$ cat config.mk
export PLATFORM = sky130hd
export DESIGN_NAME = gpio_pair_reg
export DESIGN_NICKNAME = d
export VERILOG_FILES = /design/src/rtl/gpio_pair_pkg.sv /design/src/rtl/gpio_in_sync.sv /design/src/rtl/gpio_reg_decode.sv /design/src/rtl/gpio_pad_lane.sv /design/src/rtl/gpio_pair_reg.sv
export SDC_FILE = /design/constraint.sdc
export NUM_CORES = 1
export LEC_CHECK = 0
export BUFFER_PORTS_ARGS = -buffer_cell sky130_fd_sc_hd__buf_2
export CAP_MARGIN = 25
export CORE_UTILIZATION = 37
export CTS_CLUSTER_SIZE = 20
export DETAILED_ROUTE_END_ITERATION = 10
export PLACE_DENSITY = 0.77
export SLEW_MARGIN = 20
export SYNTH_ARGS = -nofsm -noshare
export SYNTH_HDL_FRONTEND = slang
export SYNTH_SLANG_ARGS = --single-unit
$ cat constraint.sdc
create_clock -name clk -period 0.89 [get_ports clk]
set_input_delay 0.178 -clock clk [delete_from_list [all_inputs] [get_ports clk]]
set_output_delay 0.178 -clock clk [all_outputs]
set_load 0.01 [all_outputs]
$ cat src/rtl/gpio_pair_pkg.sv
package gpio_pair_pkg;

  // one byte per pad in the register word
  localparam int LANE_W    = 8;
  localparam int B_DIR_EN  = 0;
  localparam int B_DIR     = 1;
  localparam int B_VAL_EN  = 2;
  localparam int B_VAL     = 3;
  localparam int B_IN      = 4;
  localparam int B_PUD     = 5;

  // new value when the enable is set, otherwise keep the stored bit
  function automatic logic masked_pick(input logic keep, input logic nv, input logic en);
    return en ? nv : keep;
  endfunction

  // compose a read byte: enables and unused bits read zero
  function automatic logic [LANE_W-1:0] pack_lane(input logic dir, input logic val,
                                                  input logic lvl, input logic pud);
    logic [LANE_W-1:0] b;
    b          = '0;
    b[B_DIR]   = dir;
    b[B_VAL]   = val;
    b[B_IN]    = lvl;
    b[B_PUD]   = pud;
    return b;
  endfunction

endpackage

$ cat src/rtl/gpio_in_sync.sv
module gpio_in_sync #(
  parameter int STAGES = 2
) (
  input  logic clk,
  input  logic rst_n,
  input  logic d,
  output logic q
);
  logic [STAGES-1:0] st;

  always_ff @(posedge clk or negedge rst_n) begin
    if (!rst_n) st <= '0;
    else        st <= {st[STAGES-2:0], d};
  end

  assign q = st[STAGES-1];

  // cycles since reset, saturating, for the latency check
  logic [1:0] since_rst;
  always_ff @(posedge clk or negedge rst_n) begin
    if (!rst_n)               since_rst <= '0;
    else if (since_rst != 2'd3) since_rst <= since_rst + 2'd1;
  end

  generate
    if (STAGES == 2) begin : g_chk2
      // a change at the output repeats the input seen two edges earlier
      p_sync_lat_r7: assert property (@(posedge clk) disable iff (!rst_n)
        (since_rst == 2'd3 && q != $past(q)) |-> (q == $past(d, 2)));
    end
  endgenerate

endmodule

$ cat src/rtl/gpio_reg_decode.sv
module gpio_reg_decode
  import gpio_pair_pkg::*;
#(
  parameter int NPADS = 2,
  localparam int REG_W = NPADS * LANE_W
) (
  input  logic             clk,
  input  logic             rst_n,
  input  logic             wr_en,
  input  logic [REG_W-1:0] wr_data,
  output logic [NPADS-1:0] dir_we,
  output logic [NPADS-1:0] dir_wd,
  output logic [NPADS-1:0] val_we,
  output logic [NPADS-1:0] val_wd,
  output logic             pud_we,
  output logic [NPADS-1:0] pud_wd
);
  logic [NPADS-1:0] any_en_lane;
  logic [NPADS-1:0] unused_bits;

  genvar k;
  generate
    for (k = 0; k < NPADS; k++) begin : g_lane
      localparam int BASE = k * LANE_W;
      assign dir_we[k]      = wr_en & wr_data[BASE + B_DIR_EN];
      assign dir_wd[k]      = wr_data[BASE + B_DIR];
      assign val_we[k]      = wr_en & wr_data[BASE + B_VAL_EN];
      assign val_wd[k]      = wr_data[BASE + B_VAL];
      assign pud_wd[k]      = wr_data[BASE + B_PUD];
      assign any_en_lane[k] = wr_data[BASE + B_DIR_EN] | wr_data[BASE + B_VAL_EN];
      assign unused_bits[k] = ^{wr_data[BASE + B_IN], wr_data[BASE + LANE_W - 1 : BASE + B_PUD + 1]};
    end
  endgenerate

  // configuration write: no enable bit anywhere in the word
  assign pud_we = wr_en & ~(|any_en_lane);

  // a configuration write never coincides with a pin update
  p_cfg_excl_r8: assert property (@(posedge clk) disable iff (!rst_n)
    pud_we |-> (dir_we == '0 && val_we == '0));

endmodule

$ cat src/rtl/gpio_pad_lane.sv
module gpio_pad_lane
  import gpio_pair_pkg::*;
(
  input  logic clk,
  input  logic rst_n,
  input  logic dir_we,
  input  logic dir_wd,
  input  logic val_we,
  input  logic val_wd,
  input  logic pud_we,
  input  logic pud_wd,
  output logic dir_q,
  output logic val_q,
  output logic pud_q
);
  logic dir_nx, val_nx, pud_nx;

  always_comb begin
    dir_nx = masked_pick(dir_q, dir_wd, dir_we);
    val_nx = masked_pick(val_q, val_wd, val_we);
    pud_nx = masked_pick(pud_q, pud_wd, pud_we);
  end

  always_ff @(posedge clk or negedge rst_n) begin
    if (!rst_n) begin
      dir_q <= 1'b0;
      val_q <= 1'b0;
      pud_q <= 1'b0;
    end else begin
      dir_q <= dir_nx;
      val_q <= val_nx;
      pud_q <= pud_nx;
    end
  end

  // direction holds without its enable
  p_dir_hold_r2: assert property (@(posedge clk) disable iff (!rst_n)
    !dir_we |=> $stable(dir_q));
  // value holds without its enable
  p_val_hold_r3: assert property (@(posedge clk) disable iff (!rst_n)
    !val_we |=> $stable(val_q));
  // release leaves the pad an input with its value kept
  p_release_r4: assert property (@(posedge clk) disable iff (!rst_n)
    (dir_we && !dir_wd && !val_we) |=> (!dir_q && $stable(val_q)));
  // drive-low word leaves the pad driving 0
  p_drive_low_r5: assert property (@(posedge clk) disable iff (!rst_n)
    (dir_we && dir_wd && val_we && !val_wd) |=> (dir_q && !val_q));
  // pull-up bit holds on pin writes
  p_pud_hold_r8: assert property (@(posedge clk) disable iff (!rst_n)
    (dir_we || val_we) |=> $stable(pud_q));

endmodule

$ cat src/rtl/gpio_pair_reg.sv
module gpio_pair_reg
  import gpio_pair_pkg::*;
#(
  parameter int NPADS       = 2,
  parameter int SYNC_STAGES = 2,
  localparam int REG_W      = NPADS * LANE_W
) (
  input  logic             clk,
  input  logic             rst_n,
  input  logic             wr_en,
  input  logic [REG_W-1:0] wr_data,
  output logic [REG_W-1:0] rd_data,
  input  logic [NPADS-1:0] pad_in,
  output logic [NPADS-1:0] pad_oe,
  output logic [NPADS-1:0] pad_out,
  output logic [NPADS-1:0] pad_pu_dis
);
  logic [NPADS-1:0] dir_we, dir_wd, val_we, val_wd, pud_wd;
  logic             pud_we;
  logic [NPADS-1:0] dir_q, val_q, pud_q, lvl_q;

  gpio_reg_decode #(.NPADS(NPADS)) u_dec (
    .clk     (clk),
    .rst_n   (rst_n),
    .wr_en   (wr_en),
    .wr_data (wr_data),
    .dir_we  (dir_we),
    .dir_wd  (dir_wd),
    .val_we  (val_we),
    .val_wd  (val_wd),
    .pud_we  (pud_we),
    .pud_wd  (pud_wd)
  );

  genvar k;
  generate
    for (k = 0; k < NPADS; k++) begin : g_pad
      gpio_pad_lane u_lane (
        .clk    (clk),
        .rst_n  (rst_n),
        .dir_we (dir_we[k]),
        .dir_wd (dir_wd[k]),
        .val_we (val_we[k]),
        .val_wd (val_wd[k]),
        .pud_we (pud_we),
        .pud_wd (pud_wd[k]),
        .dir_q  (dir_q[k]),
        .val_q  (val_q[k]),
        .pud_q  (pud_q[k])
      );

      gpio_in_sync #(.STAGES(SYNC_STAGES)) u_sync (
        .clk   (clk),
        .rst_n (rst_n),
        .d     (pad_in[k]),
        .q     (lvl_q[k])
      );

      assign rd_data[k*LANE_W +: LANE_W] = pack_lane(dir_q[k], val_q[k], lvl_q[k], pud_q[k]);
    end
  endgenerate

  assign pad_oe     = dir_q;
  assign pad_out    = val_q;
  assign pad_pu_dis = pud_q;

  // an output enable only switches on after a write
  p_oe_rise_r6: assert property (@(posedge clk) disable iff (!rst_n)
    (|(pad_oe & ~$past(pad_oe))) |-> $past(wr_en));
  // enable and spare bits of every byte read zero
  always_comb begin
    for (int i = 0; i < NPADS; i++) begin
      a_rd_zero_r9: assert (rd_data[i*LANE_W + B_DIR_EN] == 1'b0 &&
                            rd_data[i*LANE_W + B_VAL_EN] == 1'b0 &&
                            rd_data[i*LANE_W + LANE_W - 1 -: 2] == 2'b00);
    end
  end

endmodule

==> results_tabular.tex, run 1 <==
\begin{tabular}{lr}
\hline
Metric & Value \\
\hline
\multicolumn{2}{l}{\textbf{Yosys}} \\
Yosys warning count & 0 \\
Sequential element share of the synthesized area & between 40\% and 50\% \\
Count of distinct cell types in the synthesized netlist & 8 \\
Most common cell in the synthesized netlist & buf\_4 \\
Area fraction of the dominant cell type after synthesis & a little under half \\
Post-synth EDFFs & 0 \\
Most used standard cells in the synthesized netlist & buf\_4 (22), dfrtp\_1 (10), mux2\_1 (4), nand2\_1 (4), mux2\_2 (2) \\
Top cell type by total area after synthesis & dfrtp\_1 \\
Synth Register Bits & 10 \\
Most used flip-flop cell after synthesis & dfrtp\_1 \\
Syn Std Cell Area & 529 µm² \\
Synthesized area per cell & roughly 12 µm² \\
Post-synthesis async set-or-reset flop share & 100\% \\
Top post-synthesis cells by area & dfrtp\_1 (47\%), buf\_4 (31\%), mux2\_1 (8.5\%) \\
Gate Count Post-Synth & 45 \\
\multicolumn{2}{l}{\textbf{Timing}} \\
Final Hold Violating Endpoints & 0 \\
Final Cycle Share & 108\% \\
Setup WS post-layout & -0.0718 ns \\
Final number of setup-violating endpoints & 14 \\
Setup skew after layout & between 0.0002 and 0.00025 ns \\
Top achievable clock speed & 1.04 GHz \\
Unrepaired setup endpoints after global routing & yes \\
Minimum clock period after layout & around 0.96 ns \\
Pins Over Slew Limit & 0 \\
Post-Route Setup TNS & -0.856 ns \\
\multicolumn{2}{l}{\textbf{Status}} \\
Run status & finished, violations left \\
Failing checks & negative setup slack \\
\multicolumn{2}{l}{\textbf{Worst setup path}} \\
Nature of the critical path endpoint & output pin \\
Largest delay contributor family on the critical path & flip-flops \\
Cell type of the slowest stage on the worst timing path & dfrtp\_1 \\
Critical path data arrival time & slightly below 0.8 ns \\
CP max FO & 3 \\
R2r setup slk & about 0.10 ns \\
Crit path cell chain & buf\_2 \\
Delay contributed by the slowest stage of the critical path & 0.39 ns \\
Worst flop-to-flop path endpoint & g\_pad[1].u\_lane.val\_q \\
FF-to-FF path depth & 1 \\
Number of stages on the worst setup path & 1 \\
Worst reg2reg startpoint & g\_pad[1].u\_lane.val\_q \\
Number of buffers and inverters on the critical path & 1 \\
CP Data Required Time & 0.71 ns \\
Crit Path Category & flop to output pin \\
Kind of start point of the critical path & flop \\
Crit path capture & pad\_out[0] \\
Launch point of the critical path & g\_pad[0].u\_lane.val\_q \\
\multicolumn{2}{l}{\textbf{Power and ir drop}} \\
Total power & $\sim$1.2 mW \\
P\_leak & between 0.3 and 0.4 nW \\
Max rail drop VDD & roughly 0.73 mV \\
Power density over the cells & just under 2000 nW/µm² \\
\multicolumn{2}{l}{\textbf{Global routing}} \\
Maximum number of pins on one net before global-route repair & 11 \\
Total routing resource utilization after global routing & 10.5\% \\
Via count of the first global-routing pass & approximately 250 \\
Antenna violations before repair & 0 \\
Global-route wire length before repair & just over 1000 µm \\
Remaining global-route overflow & 0 \\
\multicolumn{2}{l}{\textbf{Route}} \\
Number of violations reported at the end of detailed-routing iteration 0 & 2 \\
Number of DRC violations after detailed routing & 0 \\
Average wire per standard cell & slightly above 8 µm \\
Detailed-router iteration count before antenna repair & 2 \\
Post-DRT Antenna Nets & 0 \\
Vias after detailed routing & between 300 and 400 \\
Total wire length after detailed routing & roughly 650 µm \\
Average vias per placed instance & between 4 and 5 \\
\multicolumn{2}{l}{\textbf{Clocking}} \\
PostCTS Resize Cnt & 0 \\
Number of clock buffers inserted by TritonCTS & 3 \\
Clock root buffer master & clkbuf\_4 \\
Clock tree buffer depth & 2 \\
Clock insertion delay at the later pin of the skew report & $\sim$0.25 ns \\
Buffers inserted by post-CTS timing repair & 0 \\
Clock transition time at the flip-flop clock pins of the worst setup and hold paths & 0.06 ns \\
H-tree depth reported by CTS & 1 \\
Clock tree from TritonCTS & built \\
TritonCTS sink count & 10 \\
\multicolumn{2}{l}{\textbf{Finish}} \\
Number of inserted filler cells in the final layout & around 130 \\
Area growth syn-to-layout & 15.4\% \\
Share of layout cells above drive strength 1 & a little under 60\% \\
Final Util & a little under half \\
Number of nets in the final layout & 86 \\
Sequential cell area & between 200 and 300 µm² \\
Multi-input gate area & 148 µm² \\
Number of antenna repair diodes & 0 \\
Finished layout cell area & between 600 and 700 µm² \\
\multicolumn{2}{l}{\textbf{Place}} \\
Port Buffers & 28 \\
DP Worst Slack & -0.193 ns \\
Half-perimeter wire length of the detailed placement result & between 500 and 600 µm \\
Placer congestion estimate & $\sim$0.64 \\
Placed instance area & $\sim$560 µm² \\
\multicolumn{2}{l}{\textbf{Hold path}} \\
Path type of the worst min-delay path & primary input to flop \\
\multicolumn{2}{l}{\textbf{Floorplanning}} \\
Row Count & 13 \\
Die Outline Area & approximately 1600 µm² \\
Core Region & roughly 1300 µm² \\
Number of primary I/O pins & between 40 and 50 \\
Effective utilization at floorplan & about two fifths \\
Width of the die & between 30 and 40 µm \\
Die Span Y & 39.8 µm \\
\multicolumn{2}{l}{\textbf{Job}} \\
Number of violations of the max-capacitance limit & 0 \\
\hline
\end{tabular}
layer usage:
metal  up-vias  wire [µm]  track usage (%)
li1        151          -                -
met1       138        265             12.6
met2        28        316             15.2
met3         0         70             3.41
met4         0          0             7.76
met5         -          0                0
power by group:
group	internal, mW	switching (mW)	leakage [nW]
sequential	0.512	0.0303	0.118
clock	0.248	0.144	0.0210
combinational	0.130	0.140	0.192
cells in the final DEF, fill, tap and decap left out:
cell	synthesis	final
nor4_4	1	1
mux2_1	4	4
nand2b_4	0	1
clkbuf_4	0	3
conb_1	1	8
mux2_2	2	2
dlygate4sd3_1	0	1
buf_4	22	1
nand2_1	4	4
clkbuf_8	0	1
dfrtp_1	10	10
buf_2	0	28
flip-flops by register name (all words and copies together), names as in the netlist:
register            cells
g_pad.u_lane.val_q      2
g_pad.u_sync.st         4
g_pad.u_lane.pud_q      2
g_pad.u_lane.dir_q      2
cell type report:
type	instances	area share, %
clock buffer	4	5.94
multi-input combinational	20	24.2
timing repair buffer	30	25.8
tap	15	3.07
sequential	10	41.0
logic make-up (layout without fill, tap and decap cells):
family | after synthesis | in the layout | share of synthesized area (%)
flip-flops | 10 | 10 | 47.3
buffers and inverters | 22 | 34 | 31.2
multiplexers | 6 | 6 | 12.8
AND/OR/NAND/NOR | 6 | 6 | 8.04
other | 1 | 8 | 0.709
how the worst min path moves through the flow:
stage / start / to / slack, ns / cells past startpoint
5_1_grt: pad_in[0] / g_pad[0].u_sync.st[0] / 0.002 / 1
3_3_place_gp: rst_n / g_pad[1].u_sync.st[0] / 0.04 / 1
3_5_place_dp: rst_n / g_pad[0].u_sync.st[0] / 0.05 / 1
6_report: pad_in[0] / g_pad[0].u_sync.st[0] / 0.02 / 1
2_1_floorplan: rst_n / g_pad[0].u_lane.dir_q / -0.12 / 0
4_1_cts: pad_in[0] / g_pad[0].u_sync.st[0] / 0.01 / 1
timing repair:
action,in CTS,in global routing
hold buffers,1,0
hold endpoints to repair,10,0
setup endpoints to repair,14,14
through the flow:
step / hold slack, ns / cells
6_report: 0.0233 / 79
5_1_grt: 0.00220 / 79
4_1_cts: 0.0139 / 79
3_5_place_dp: 0.0485 / 74
3_3_place_gp: 0.0438 / 74
2_1_floorplan: -0.118 / 52
(Power assumes the default switching activity.)
==> run 2, diff against run 1 <==
--- a/config.mk
+++ b/config.mk
@@ -15,3 +15,4 @@
 export SYNTH_ARGS = -nofsm -noshare
 export SYNTH_HDL_FRONTEND = slang
 export SYNTH_SLANG_ARGS = --single-unit
+export TNS_END_PERCENT = 100
==> constraint.sdc (replaced) <==
create_clock -name clk -period 0.89 [get_ports clk]
set_input_delay 0.1335 -clock clk [delete_from_list [all_inputs] [get_ports clk]]
set_output_delay 0.1335 -clock clk [all_outputs]
set_load 0.01 [all_outputs]
==> results_tabular.tex, run 2 (synthesis gave the netlist of run 1 again) <==
\begin{tabular}{lr}
\hline
Metric & Value \\
\hline
\multicolumn{2}{l}{\textbf{Global routing}} \\
Antenna violations before repair & 0 \\
Via count of the first global-routing pass & between 200 and 300 \\
Maximum number of pins on one net before global-route repair & 11 \\
Remaining global-route overflow & 0 \\
Global-route wire length before repair & 1080 µm \\
Total routing resource utilization after global routing & 11.2\% \\
\multicolumn{2}{l}{\textbf{Timing}} \\
Final number of setup-violating endpoints & 12 \\
Setup skew after layout & approximately 0.00021 ns \\
Worst hold slack & a little under 0.09 ns \\
Final Cycle Share & 104\% \\
Pins Over Slew Limit & 0 \\
Top achievable clock speed & 1.08 GHz \\
Minimum clock period after layout & 0.925 ns \\
Setup WS post-layout & -0.0354 ns \\
Unrepaired setup endpoints after global routing & yes \\
Final Hold Violating Endpoints & 0 \\
\multicolumn{2}{l}{\textbf{Worst setup path}} \\
Launch point of the critical path & g\_pad[1].u\_lane.val\_q \\
Delay contributed by the slowest stage of the critical path & approximately 0.4 ns \\
Worst reg2reg startpoint & g\_pad[1].u\_lane.val\_q \\
Critical path data arrival time & 0.79 ns \\
Crit Path Category & flop to output pin \\
CP max FO & 3 \\
Largest delay contributor family on the critical path & flip-flops \\
Kind of start point of the critical path & flop \\
FF-to-FF path depth & 1 \\
Crit path cell chain & buf\_2 \\
Cell type of the slowest stage on the worst timing path & dfrtp\_1 \\
Number of stages on the worst setup path & 1 \\
CP Data Required Time & 0.76 ns \\
Nature of the critical path endpoint & output pin \\
Number of buffers and inverters on the critical path & 1 \\
\multicolumn{2}{l}{\textbf{Finish}} \\
Share of layout cells above drive strength 1 & a little under three fifths \\
Most frequent standard cell in the layout excluding fill and tap cells & buf\_2 \\
Most frequent cells in the layout & buf\_2 (28), dfrtp\_1 (10), conb\_1 (8), nand2\_1 (4), mux2\_1 (4) \\
Final Util & between 40 and 50\% \\
Number of flip-flops under the largest register name & 4 \\
Number of cells in the finished layout apart from fillers & a little over 80 \\
Most flops, register & g\_pad.u\_sync.st \\
Number of antenna repair diodes & 0 \\
Number of inserted filler cells in the final layout & approximately 130 \\
Area growth syn-to-layout & 19.1\% \\
Number of nets in the final layout & 88 \\
\multicolumn{2}{l}{\textbf{Hold path}} \\
Hold Path Cell Cnt & 2 \\
Hold Crit Start & wr\_data[11] \\
Path type of the worst min-delay path & primary input to flop \\
\multicolumn{2}{l}{\textbf{Route}} \\
Met1 WL & about 270 µm \\
Total met2 wirelength after detailed routing & roughly 350 µm \\
Average wire per standard cell & approximately 8.5 µm \\
Detailed-router iteration count before antenna repair & 2 \\
Post-DRT Antenna Nets & 0 \\
Number of violations reported at the end of detailed-routing iteration 0 & 2 \\
Detailed route wirelength on metal3 & 65 µm \\
Average vias per placed instance & between 4 and 5 \\
Top layer used by detailed routing & met3 \\
Number of DRC violations after detailed routing & 0 \\
Vias after detailed routing & approximately 330 \\
Total wire length after detailed routing & just under 700 µm \\
\multicolumn{2}{l}{\textbf{Status}} \\
Failing checks & negative setup slack \\
Run status & finished, violations left \\
\multicolumn{2}{l}{\textbf{Place}} \\
Half-perimeter wire length of the detailed placement result & 566 µm \\
Placed cells & 74 \\
Port Buffers & 28 \\
Placer congestion estimate & 0.644 \\
\multicolumn{2}{l}{\textbf{Power and ir drop}} \\
Max rail drop VDD & 0.740 mV \\
Part of the power in registers & 44.8\% \\
Part of the power in combinational logic & a little under a quarter \\
Net switching power & approximately 0.32 mW \\
Power density over the cells & just under 2000 nW/µm² \\
P\_leak & 0.339 nW \\
Net switching share of the total power & a little over a quarter \\
Clk network pwr share & roughly a third \\
Internal power component & 0.895 mW \\
\multicolumn{2}{l}{\textbf{Job}} \\
Number of violations of the max-capacitance limit & 0 \\
\multicolumn{2}{l}{\textbf{Floorplanning}} \\
Die Outline Area & roughly 1600 µm² \\
Die Span Y & between 30 and 40 µm \\
Core Region & roughly 1300 µm² \\
Width of the die & roughly 40 µm \\
Row Count & 13 \\
Effective utilization at floorplan & about 40\% \\
Number of primary I/O pins & 43 \\
\multicolumn{2}{l}{\textbf{Clocking}} \\
Clock root buffer master & clkbuf\_4 \\
Number of clock buffers inserted by TritonCTS & 3 \\
Clock tree buffer depth & 2 \\
TritonCTS sink count & 10 \\
Clock tree from TritonCTS & built \\
H-tree depth reported by CTS & 1 \\
Clock transition time at the flip-flop clock pins of the worst setup and hold paths & roughly 0.060 ns \\
Clock insertion delay at the later pin of the skew report & around 0.25 ns \\
\hline
\end{tabular}
[run 2: cell count changes in the layout (fill, tap and decap cells not counted)]
cell           previous run  this run
dlygate4sd3_1             1         3
[run 2: stage by stage]
stage | power (mW) | setup WS, ns | cell area [µm²] | setup TNS [ns]
2_1_floorplan | 0.836 | 0.0193 | 563 | 0
3_3_place_gp | 0.818 | -0.145 | 564 | -0.298
3_5_place_dp | 0.824 | -0.149 | 564 | -0.377
4_1_cts | 1.24 | -0.0442 | 631 | -0.484
5_1_grt | 1.31 | -0.0862 | 631 | -0.926
6_report | 1.21 | -0.0354 | 631 | -0.287
[run 2: area by class of cell]
| cell class | count | area, µm² | share of cell area, % |
|---|---|---|---|
| Clock buffer | 4 | 36.3 | 5.75 |
| Sequential cell | 10 | 250 | 39.7 |
| Timing Repair Buffer | 32 | 178 | 28.2 |
| Multi-Input combinational cell | 20 | 148 | 23.4 |
| Tap cell | 15 | 18.8 | 2.98 |
[run 2: repair_timing]
| action | 4_1_cts | 5_1_grt |
|---|---|---|
| pin swaps | 0 | 0 |
| hold buffers | 3 | 0 |
| buffers inserted | 0 | 0 |
| hold endpoints to repair | 12 | 0 |
| setup endpoints to repair | 13 | 14 |
| resized for setup | 0 | 0 |
[run 2: power by group through the flow]
| stage | logic, mW | registers, mW | clock network (mW) |
|---|---|---|---|
| 2_1_floorplan | 0.288 | 0.548 | 0 |
| 3_3_place_gp | 0.267 | 0.551 | 0 |
| 3_5_place_dp | 0.271 | 0.553 | 0 |
| 4_1_cts | 0.281 | 0.545 | 0.411 |
| 5_1_grt | 0.310 | 0.552 | 0.444 |
| 6_report | 0.278 | 0.543 | 0.392 |
[run 2: worst paths after layout]
| check | slack [ns] | endpoint |
|---|---|---|
| max in group asynchronous | 0.44 | g_pad[0].u_lane.dir_q |
| min | 0.09 | g_pad[1].u_lane.val_q |
| min in group asynchronous | 0.26 | g_pad[0].u_sync.st[0] |
| min reg2reg | 0.35 | g_pad[0].u_sync.st[1] |
| max | -0.04 | pad_out[1] |
| max reg2reg | 0.09 | g_pad[1].u_lane.val_q |
[run 2: per-layer routing]
layer	global-route usage (%)	up-vias
li1	-	155
met1	12.6	142
met2	17.6	28
met3	3.41	0
met4	7.76	0
met5	0	-
